[src/rtl/dbg_watch_unit.sv]
module dbg_watch_unit #(
  parameter int W = 32
) (
  input  logic         clk,
  input  logic         rst_n,
  input  logic         reg_wr,
  input  logic [3:0]   reg_addr,
  input  logic [W-1:0] reg_wdata,
  output logic [W-1:0] reg_rdata,
  input  logic         bus_valid,
  input  logic [W-1:0] bus_addr,
  input  logic [W-1:0] bus_data,
  input  logic         bus_write,
  input  logic         bus_fetch,
  input  logic         bus_priv,
  input  logic         exec_ok,
  output logic         halt_req
);
  localparam int NU = 2;
  localparam int CW = 3;
  localparam int MSKPOS = 8;

  logic [W-1:0]  av [NU];
  logic [W-1:0]  am [NU];
  logic [W-1:0]  dv [NU];
  logic [W-1:0]  dm [NU];
  logic [CW-1:0] cv [NU];
  logic [CW-1:0] cm [NU];
  logic [NU-1:0] en, bp, hit, st;
  logic          halt_q;

  wire [CW-1:0] bus_ctl = {bus_priv, bus_fetch, bus_write};
  wire          ctl_wr  = reg_wr && (reg_addr == 4'h6);
  wire          clr     = ctl_wr && reg_wdata[8];

  for (genvar u = 0; u < NU; u++) begin : g_cmp
    wire a_ok = ~|((bus_addr ^ av[u]) & ~am[u]);
    wire d_ok = ~|((bus_data ^ dv[u]) & ~dm[u]);
    wire c_ok = ~|((bus_ctl  ^ cv[u]) & ~cm[u]);
    assign hit[u] = bus_valid && en[u] && (!bp[u] || exec_ok) && a_ok && d_ok && c_ok;
  end

  always_ff @(posedge clk or negedge rst_n) begin
    if (!rst_n) begin
      for (int u = 0; u < NU; u++) begin
        av[u] <= '0; am[u] <= '0; dv[u] <= '0; dm[u] <= '0;
        cv[u] <= '0; cm[u] <= '0;
      end
    end else if (reg_wr) begin
      for (int u = 0; u < NU; u++) begin
        if (reg_addr[3] == 1'(u)) begin
          case (reg_addr[2:0])
            3'd0: av[u] <= reg_wdata;
            3'd1: am[u] <= reg_wdata;
            3'd2: dv[u] <= reg_wdata;
            3'd3: dm[u] <= reg_wdata;
            3'd4: begin
              cv[u] <= reg_wdata[CW-1:0];
              cm[u] <= reg_wdata[MSKPOS +: CW];
            end
            default: ;
          endcase
        end
      end
    end
  end

  always_ff @(posedge clk or negedge rst_n) begin
    if (!rst_n) begin
      en     <= '0;
      bp     <= '0;
      st     <= '0;
      halt_q <= 1'b0;
    end else begin
      if (ctl_wr) begin
        en <= reg_wdata[NU-1:0];
        bp <= reg_wdata[4 +: NU];
      end
      st     <= (clr ? '0 : st) | hit;
      halt_q <= (clr ? 1'b0 : halt_q) | (|hit);
    end
  end

  always_comb begin
    reg_rdata = '0;
    if (reg_addr == 4'h6) begin
      reg_rdata[NU-1:0] = en;
      reg_rdata[4 +: NU] = bp;
    end else if (reg_addr == 4'h7) begin
      reg_rdata[NU-1:0] = st;
      reg_rdata[4] = halt_q;
    end else begin
      case (reg_addr[2:0])
        3'd0: reg_rdata = av[reg_addr[3]];
        3'd1: reg_rdata = am[reg_addr[3]];
        3'd2: reg_rdata = dv[reg_addr[3]];
        3'd3: reg_rdata = dm[reg_addr[3]];
        3'd4: begin
          reg_rdata[CW-1:0] = cv[reg_addr[3]];
          reg_rdata[MSKPOS +: CW] = cm[reg_addr[3]];
        end
        default: ;
      endcase
    end
  end

  assign halt_req = halt_q;

  assert_halt_sticky_R7: assert property (@(posedge clk) disable iff (!rst_n)
    (halt_q && !clr) |=> halt_q);
  assert_halt_has_cause_R8: assert property (@(posedge clk) disable iff (!rst_n)
    halt_q |-> (st != '0));
  assert_disabled_silent_R5: assert property (@(posedge clk) disable iff (!rst_n)
    (!en[0] && !en[1]) |=> (st == '0 || $stable(st) || $fell(st[0]) || $fell(st[1])));
  assert_bp_needs_exec_R6: assert property (@(posedge clk) disable iff (!rst_n)
    (bp[0] && !exec_ok && !st[0]) |=> !st[0]);
  assert_idle_bus_R10: assert property (@(posedge clk) disable iff (!rst_n)
    (!bus_valid && clr) |=> (st == '0 && !halt_q));
  assert_clear_works_R9: assert property (@(posedge clk) disable iff (!rst_n)
    (clr && hit == '0) |=> !halt_q);
endmodule

[config.mk]
export PLATFORM = sky130hd
export DESIGN_NAME = dbg_watch_unit
export DESIGN_NICKNAME = d
export VERILOG_FILES = /design/src/rtl/dbg_watch_unit.sv
export SDC_FILE = /design/constraint.sdc
export NUM_CORES = 1
export LEC_CHECK = 0
export BUFFER_PORTS_ARGS = -buffer_cell sky130_fd_sc_hd__buf_2
export CAP_MARGIN = 10
export CORE_MARGIN = 5
export CORE_UTILIZATION = 50
export CTS_CLUSTER_DIAMETER = 200
export DETAILED_ROUTE_END_ITERATION = 8
export HOLD_SLACK_MARGIN = 0.1
export PLACE_DENSITY = 0.77
export SETUP_SLACK_MARGIN = 0.2
export SLEW_MARGIN = 15
export SYNTH_ARGS = -nofsm -noshare
export SYNTH_HDL_FRONTEND = slang
export SYNTH_SLANG_ARGS = --single-unit
[constraint.sdc]
create_clock -name clk -period 2.5 [get_ports clk]
set_clock_uncertainty 0.1 [all_clocks]
set_input_delay 0.25 -clock clk [delete_from_list [all_inputs] [get_ports clk]]
set_output_delay 0.25 -clock clk [all_outputs]
set_load 0.03 [all_outputs]
==> summary.md, run 1 <==
| Metric | Value |
|---|---|
| Status | finished clean |
| Most numerous cell in the Yosys netlist | dfrtp_1 |
| Layout area overhead | 21.18% |
| Share of the synthesized area in the top cell type | between 40% and 50% |
| WL/cell | ~27 microns |
| Site row count | around 60 |
| Num CTS Buffers | 29 |
| Largest family of logic cells by synthesized area | multiplexers |
| Root buf cell | clkbuf_16 |
| DRT Pass-1 Iters | 5 |
| Max cap viols | 0 |
| CTS H-Tree Depth | 1 |
| Post-Place Cell Area | between 0.015 and 0.02 sq mm |
| CP max stage cell | dfrtp_1 |
| Rel. slew slack | 41.22% |
| Clock slew at reported path FFs | about 60 ps |
| Hold Worst Slack | around 180 ps |
| Max Root-Sink Buffers | 3 |
| Post-route ant nets | 0 |
| Post-synth EDFFs | 0 |
| Gr usage total | between 20 and 30% |
| PD cells | around 900 mW/mm^2 |
| Num ports | around 140 |
| Routed WL | around 45000 microns |
| Storage cell area | slightly below 0.007 sq mm |
| Mapped Nets | 1144 |
| Netlist cell types | 40 |
| WP data required | about 2200 ps |
| Share of layout cells above drive strength 1 | between 40% and 50% |
| Post-synthesis mux area share | about a third |
| Chip height | 178.5 microns |
| Final Max Tran Viols | 0 |
| Area of the mapped netlist | 0.01419 sq mm |
| Total negative slack | 0 ps |
| Post-layout nets | 1357 |
| Post-Synth Adder-Cell Area | 0% |
| Seq cells post-synth | roughly 280 |
| RSZ-0062 raised after global routing | true |
| Synth cell count leaders | dfrtp_1, mux2_2, xnor2_1, o22ai_1, mux4_2 |
| Post-Synth Simple-Gate Area | about 3.7% |
| Final setup viols | 0 |
| Area contributors post-synth | dfrtp_1, mux2_2, mux4_2 |
| CORE AREA | 0.02793 sq mm |
| Vias per std cell | 6.314 |
| Synth Area in Compound Gates | about 5.2% |
| Critical Path Sink Type | primary output |
| Crit path cell chain | o21ai_2 -> a21boi_2 -> o32ai_2 -> a222oi_1 -> a21oi_1 -> buf_4 |
| Largest net degree at the start of global routing | roughly 80 |
| First-pass GRT wire length | a little under 70000 microns |
| Insertion delay of the later-clocked pin in the worst-skew pair | about 550 ps |
| Hold Vio Cnt, Final | 0 |
| Total gr overflow | 0 |
| Arrival @ worst endpoint | 2070 ps |
| CP max stage delay | just under 400 ps |
| Area leader, netlist | dfrtp_1 |
| Worst Hold Class | in2async |
| Filler Cells Inserted | approximately 2200 |
| Pleak | approximately 7.2 nW |
| Die Width | 178.5 microns |
| Measured slew at the worst slew-check pin | approximately 880 ps |
| Final core occ | around three fifths |
| Iter 0 DRT Violations | 1017 |
| Yosys warning count | 0 |
| Gate Count Post-Synth | 1036 |
| Starting Density | 50.79% |
| Async S/R FF share, synth | 100.0% |
| Worst IR Drop VDD | approximately 0.39 mV |
| Post-layout min period | around 2400 ps |
| Top_reg_cell synth | dfrtp_1 |
| Startpoint Class | register |
| Multi-input logic area | 0.007117 sq mm |
| Routed vias | around 10000 |
| Post-Synth XOR/XNOR Area | around 8.3% |
| Vias in the first global route | 10800 |
| Syn Area/Cell | 13.70 sq um |
| DRC violations left | 0 |
| Routability Congestion | roughly 0.94 |
| CTS tree | built |
| Port bufs | between 100 and 150 |
| # clock sinks | around 280 |
| Initial antenna violation count | 1 |
| Maximum fanout along the worst path | 2 |
| Post-synthesis sequential area ratio | about 49% |
| Detailed Place HPWL | between 30000 and 40000 microns |
| Finished Cell Area | 0.01719 sq mm |
| Upper clock frequency limit | between 0.4 and 0.5 GHz |
| DIE AREA | about 0.032 sq mm |
| Period utilization | 96.62% |
| CP Class | reg2out |
## layer usage
layer / up-vias / routed length, microns / GRT usage (%)
li1: 4310 / - / -
met1: 5402 / 17270 / 38.24
met2: 595 / 21590 / 46.16
met3: 98 / 4805 / 6.634
met4: 0 / 1498 / 7.995
met5: - / 0 / 0
## worst paths after layout
kind | from | end | slack [ps] | cells after the start
worst max register to register | av[36] | halt_req | 220 | 6
worst min register to register | st[1] | st[1] | 400 | 1
worst max-delay path | st[0] | reg_rdata[0] | 80 | 6
min in group clk | bus_valid | st[0] | 260 | 6
max in group asynchronous | rst_n | av[52] | 1280 | 3
worst min-delay path | rst_n | av[42] | 180 | 2
## cells by family after synthesis
| logic type | after synthesis |
|---|---|
| xor gates and xnor gates | 134 |
| AOI/OAI and AO/OA | 116 |
| DFF | 275 |
| and+or+nand+nor | 107 |
| muxes | 339 |
| buffers and inverters | 65 |
## timing repair
item                                    CTS  global route
resized for setup                        24             8
pin swaps                                 3             4
endpoints found under the hold margin   381             0
hold buffers                             34             0
setup buffers                             9            13
endpoints found under the setup margin    9            10
## where the power goes
part	internal (mW)	total (mW)	switching, mW
Combinational	2.17	4.07	1.90
Clock	2.71	4.51	1.80
Sequential	5.49	6.50	1.02
Total	10.4	15.1	4.72
## flip-flops by register name, indices dropped and copies added, names as in the netlist
register / count
av: 64
halt_req: 1
cm: 6
bp: 2
dv: 64
am: 64
en: 2
cv: 6
st: 2
dm: 64
## worst max-delay path, delay by kind of cell, from the launching register on
| kind | cells | cell delay [ps] |
|---|---|---|
| AOI/OAI and AO/OA | 5 | 930 |
| DFF | 1 | 390 |
| buffers and inverters | 1 | 190 |
## metrics by stage
step	cells	power [mW]	setup slack, ps
2_1_floorplan	1036	8.755	216.7
4_1_cts	1633	14.92	112.2
3_5_place_dp	1540	10.29	218.7
3_3_place_gp	1540	10.15	202.0
5_1_grt	1646	15.61	18.44
6_report	1648	15.08	84.55
## placed cells by master, fill, tap and decap left out, types with 5 or more instances in the layout
cell type	netlist	layout
mux4_2	63	63
o22ai_1	66	66
dlygate4sd3_1	0	34
buf_4	17	64
a221oi_2	0	9
clkbuf_8	0	10
buf_2	28	131
nor2_1	10	9
nor4_1	16	13
clkinv_2	0	5
a21oi_1	26	26
mux2_1	13	13
buf_12	0	10
dfrtp_1	275	273
inv_1	5	5
nand3_1	7	6
xnor2_1	134	131
mux2_2	260	260
clkbuf_16	0	29
nand2_1	56	55
## final cells by class
cell class	instances	share of cell area, %
Clock buffer	42	5.087
Clock inverter	8	0.6695
Sequential cell	275	40.04
Multi-Input combinational cell	696	41.39
Inverter	6	0.1310
Antenna cell	2	0.02911
Tap cell	378	2.751
Timing Repair Buffer	241	9.904
Note: power is estimated with default switching activity, not from simulation.
==> inputs of run 2 (changes only) <==
--- a/config.mk
+++ b/config.mk
@@ -7,6 +7,7 @@
 export LEC_CHECK = 0
 export BUFFER_PORTS_ARGS = -buffer_cell sky130_fd_sc_hd__buf_2
 export CAP_MARGIN = 10
+export CORE_ASPECT_RATIO = 1.75
 export CORE_MARGIN = 5
 export CORE_UTILIZATION = 50
 export CTS_CLUSTER_DIAMETER = 200
==> run 2 against run 1 <==
Fmax is 1.5% lower. Global-route usage up 0.68 points. Flip-flop and latch count is the same. Combinational power barely moved. Worst setup slack lost 37 ps. Register-to-register slack better by 90 ps. First-iteration DRC count shrank 19%. Die area rose by 0.42%. Wire length rose by 1.4%. Critical path type unchanged.
==> summary.md, run 2 (same netlist as run 1, synthesis figures left out) <==
| Metric | Value |
|---|---|
| Status | finished clean |
| Routed vias | 10270 (-1.3%) |
| DRC violations left | 0 (unchanged) |
| CTS tree | built |
| Arrival @ worst endpoint | 2100 ps (+30 ps) |
| Starting Density | 50.72% (-0.068 points) |
| Storage cell area | 0.006882 sq mm (about the same) |
| Pwr Total | 15.10 mW (+0.11%) |
| CP Class | reg2out |
| Share of layout cells above drive strength 1 | 46.83% (-1.2 points) |
| Root buf cell | clkbuf_16 |
| Pleak | 7.184 nW (-0.76%) |
| Critical Path Sink Type | primary output |
| Num CTS Buffers | 26 (-10%) |
| Rel. slew slack | 60.73% (+20 points) |
| WL/cell | 28.04 microns (+2.3%) |
| Initial antenna violation count | 0 (-1) |
| CP max stage cell | a222oi_1 |
| Finished Cell Area | 0.01715 sq mm (-0.25%) |
| Max cap viols | 0 (unchanged) |
| Crit path cell chain | o21ai_1 -> a21boi_2 -> o32ai_1 -> a222oi_1 -> a21oi_1 -> buf_4 |
| Filler Cells Inserted | 2143 (-3.6%) |
| Measured slew at the worst slew-check pin | 587.1 ps (-289.8 ps) |
| Total negative slack | 0 ps (unchanged) |
| Post-layout min period | 2453 ps (+37.42 ps) |
| CORE AREA | 0.02797 sq mm (+0.13%) |
| Routability Congestion | 1.026 (+9.2%) |
| Insertion delay of the later-clocked pin in the worst-skew pair | 550 ps (about the same) |
| Routed wl met2 | 23220 microns (+7.5%) |
| CP max stage delay | 440 ps (+50 ps) |
| Max Root-Sink Buffers | 3 (unchanged) |
| WP buf/inv | 1 (unchanged) |
| First-pass GRT wire length | 68490 microns (+0.72%) |
| Worst Hold Class | in2async |
| Vias in the first global route | 11020 (+2.1%) |
| Layout area overhead | 20.87% |
| Wl on met1 | 15890 microns (-8.0%) |
| Post-route ant nets | 0 (unchanged) |
| Die Width | 137.3 microns (-23%) |
| Commonest non-fill, non-tap cell in the layout | dfrtp_1 |
| CTS H-Tree Depth | 1 (unchanged) |
| DRT Pass-1 Iters | 5 (unchanged) |
| Gr usage total | 28.99% (+0.68 points) |
| Num ports | 141 (unchanged) |
| Largest net degree at the start of global routing | 71 (-9.0%) |
| Post-Place Cell Area | 0.01557 sq mm (about the same) |
| Routed WL | 45790 microns (+1.4%) |
| # clock sinks | 275 (unchanged) |
| Antenna cell count | 0 (-2) |
| RSZ-0062 raised after global routing | true |
| Most frequent cells in the layout | dfrtp_1, mux2_2, xnor2_1, buf_2, o22ai_1 |
| WP data required | 2150 ps (about the same) |
| Port bufs | 140 (unchanged) |
| Chip height | 232.8 microns (+30%) |
| DIE AREA | 0.03198 sq mm (+0.42%) |
| Final setup viols | 0 (unchanged) |
| Final core occ | 61.31% (-0.24 points) |
| Hold Vio Cnt, Final | 0 (unchanged) |
| Total gr overflow | 0 (unchanged) |
| Vias per std cell | 6.286 (-0.44%) |
| Iter 0 DRT Violations | 824 (-19%) |
| Site row count | 81 (+33%) |
| Detailed Place HPWL | 32940 microns (+3.4%) |
| Uppermost routed layer | met4 |
| Upper clock frequency limit | 0.4077 GHz (-1.5%) |
| Post-layout nets | 1348 (-0.66%) |
| CP delay by family, top | compound AO/OA/AOI/OAI gates |
| Clock slew at reported path FFs | 70 ps (about the same) |
| Worst IR Drop VDD | 0.6073 mV (+55%) |
| DR WL met3 | 3281 microns (-32%) |
| Period utilization | 98.11% (+1.5 points) |
| Maximum fanout along the worst path | 2 (unchanged) |
| Startpoint Class | register |
| PD cells | 880.2 mW/mm^2 (+0.37%) |
| Multi-input logic area | 0.007076 sq mm (-0.58%) |
| Final Max Tran Viols | 0 (unchanged) |
run 2: cell count changes in the layout (fill, tap and decap cells not counted), sizes merged:
cell      change
buf           -6
bufinv        +3
clkbuf        -5
clkinv        -2
clkinvlp      +2
diode         -2
run 2: timing repair:
item | in CTS | in global routing
endpoints found under the setup margin | 8 | 8
setup buffers | 14 | 8
hold endpoints to repair | 550 | 0
hold buffers | 34 | 0
gates resized for setup | 19 | 6
pin swaps | 7 | 5
run 2: routing by layer:
| metal | GRT usage [%] | vias to the layer above |
|---|---|---|
| met2 | 49.74 | 550 |
| li1 | - | 4267 |
| met5 | 0 | - |
| met3 | 3.830 | 163 |
| met4 | 17.82 | 0 |
| met1 | 34.02 | 5285 |
run 2: worst paths after layout:
kind	slack (ps)	startpoint	endpoint	cells past startpoint
worst max-delay path	50	st[0]	reg_rdata[0]	6
worst min-delay path	140	rst_n	av[54]	2
worst max register to register	310	dv[52]	halt_req	6
worst min register to register	390	st[1]	st[1]	1
max in group asynchronous	1340	rst_n	av[6]	3
min in group clk	280	bus_valid	st[0]	6
run 2: worst register-to-register path, stage by stage, from the launching register on:
cell     delay [ps]
dfrtp_1         410
xnor2_1         380
o22ai_1         190
nor4_1          300
nand4_1         140
nor3_1          440
a211o_1         170
run 2: cell type report:
| class | instances | share of cell area, % |
|---|---|---|
| clock buffers | 37 | 4.450 |
| flip-flops and latches | 275 | 40.13 |
| multi-input cells | 696 | 41.26 |
| repair buffers | 235 | 10.09 |
| well taps | 373 | 2.721 |
| clock inverters | 11 | 1.226 |
| inverters | 6 | 0.1313 |
run 2: through the flow:
stage	setup slack, ps	hold slack (ps)	cells
5_1_grt	-2.193	203.9	1633
6_report	47.13	136.7	1633
3_3_place_gp	300.8	130.4	1529
2_1_floorplan	216.7	-145.6	1036
4_1_cts	70.99	154.3	1625
3_5_place_dp	292.3	135.5	1529
run 2: power breakdown:
part	internal, mW	leakage, nW	total (mW)	switching (mW)
Sequential	5.48	3.38	6.49	1.01
Combinational	2.17	3.34	4.08	1.91
Clock	2.74	0.471	4.53	1.78
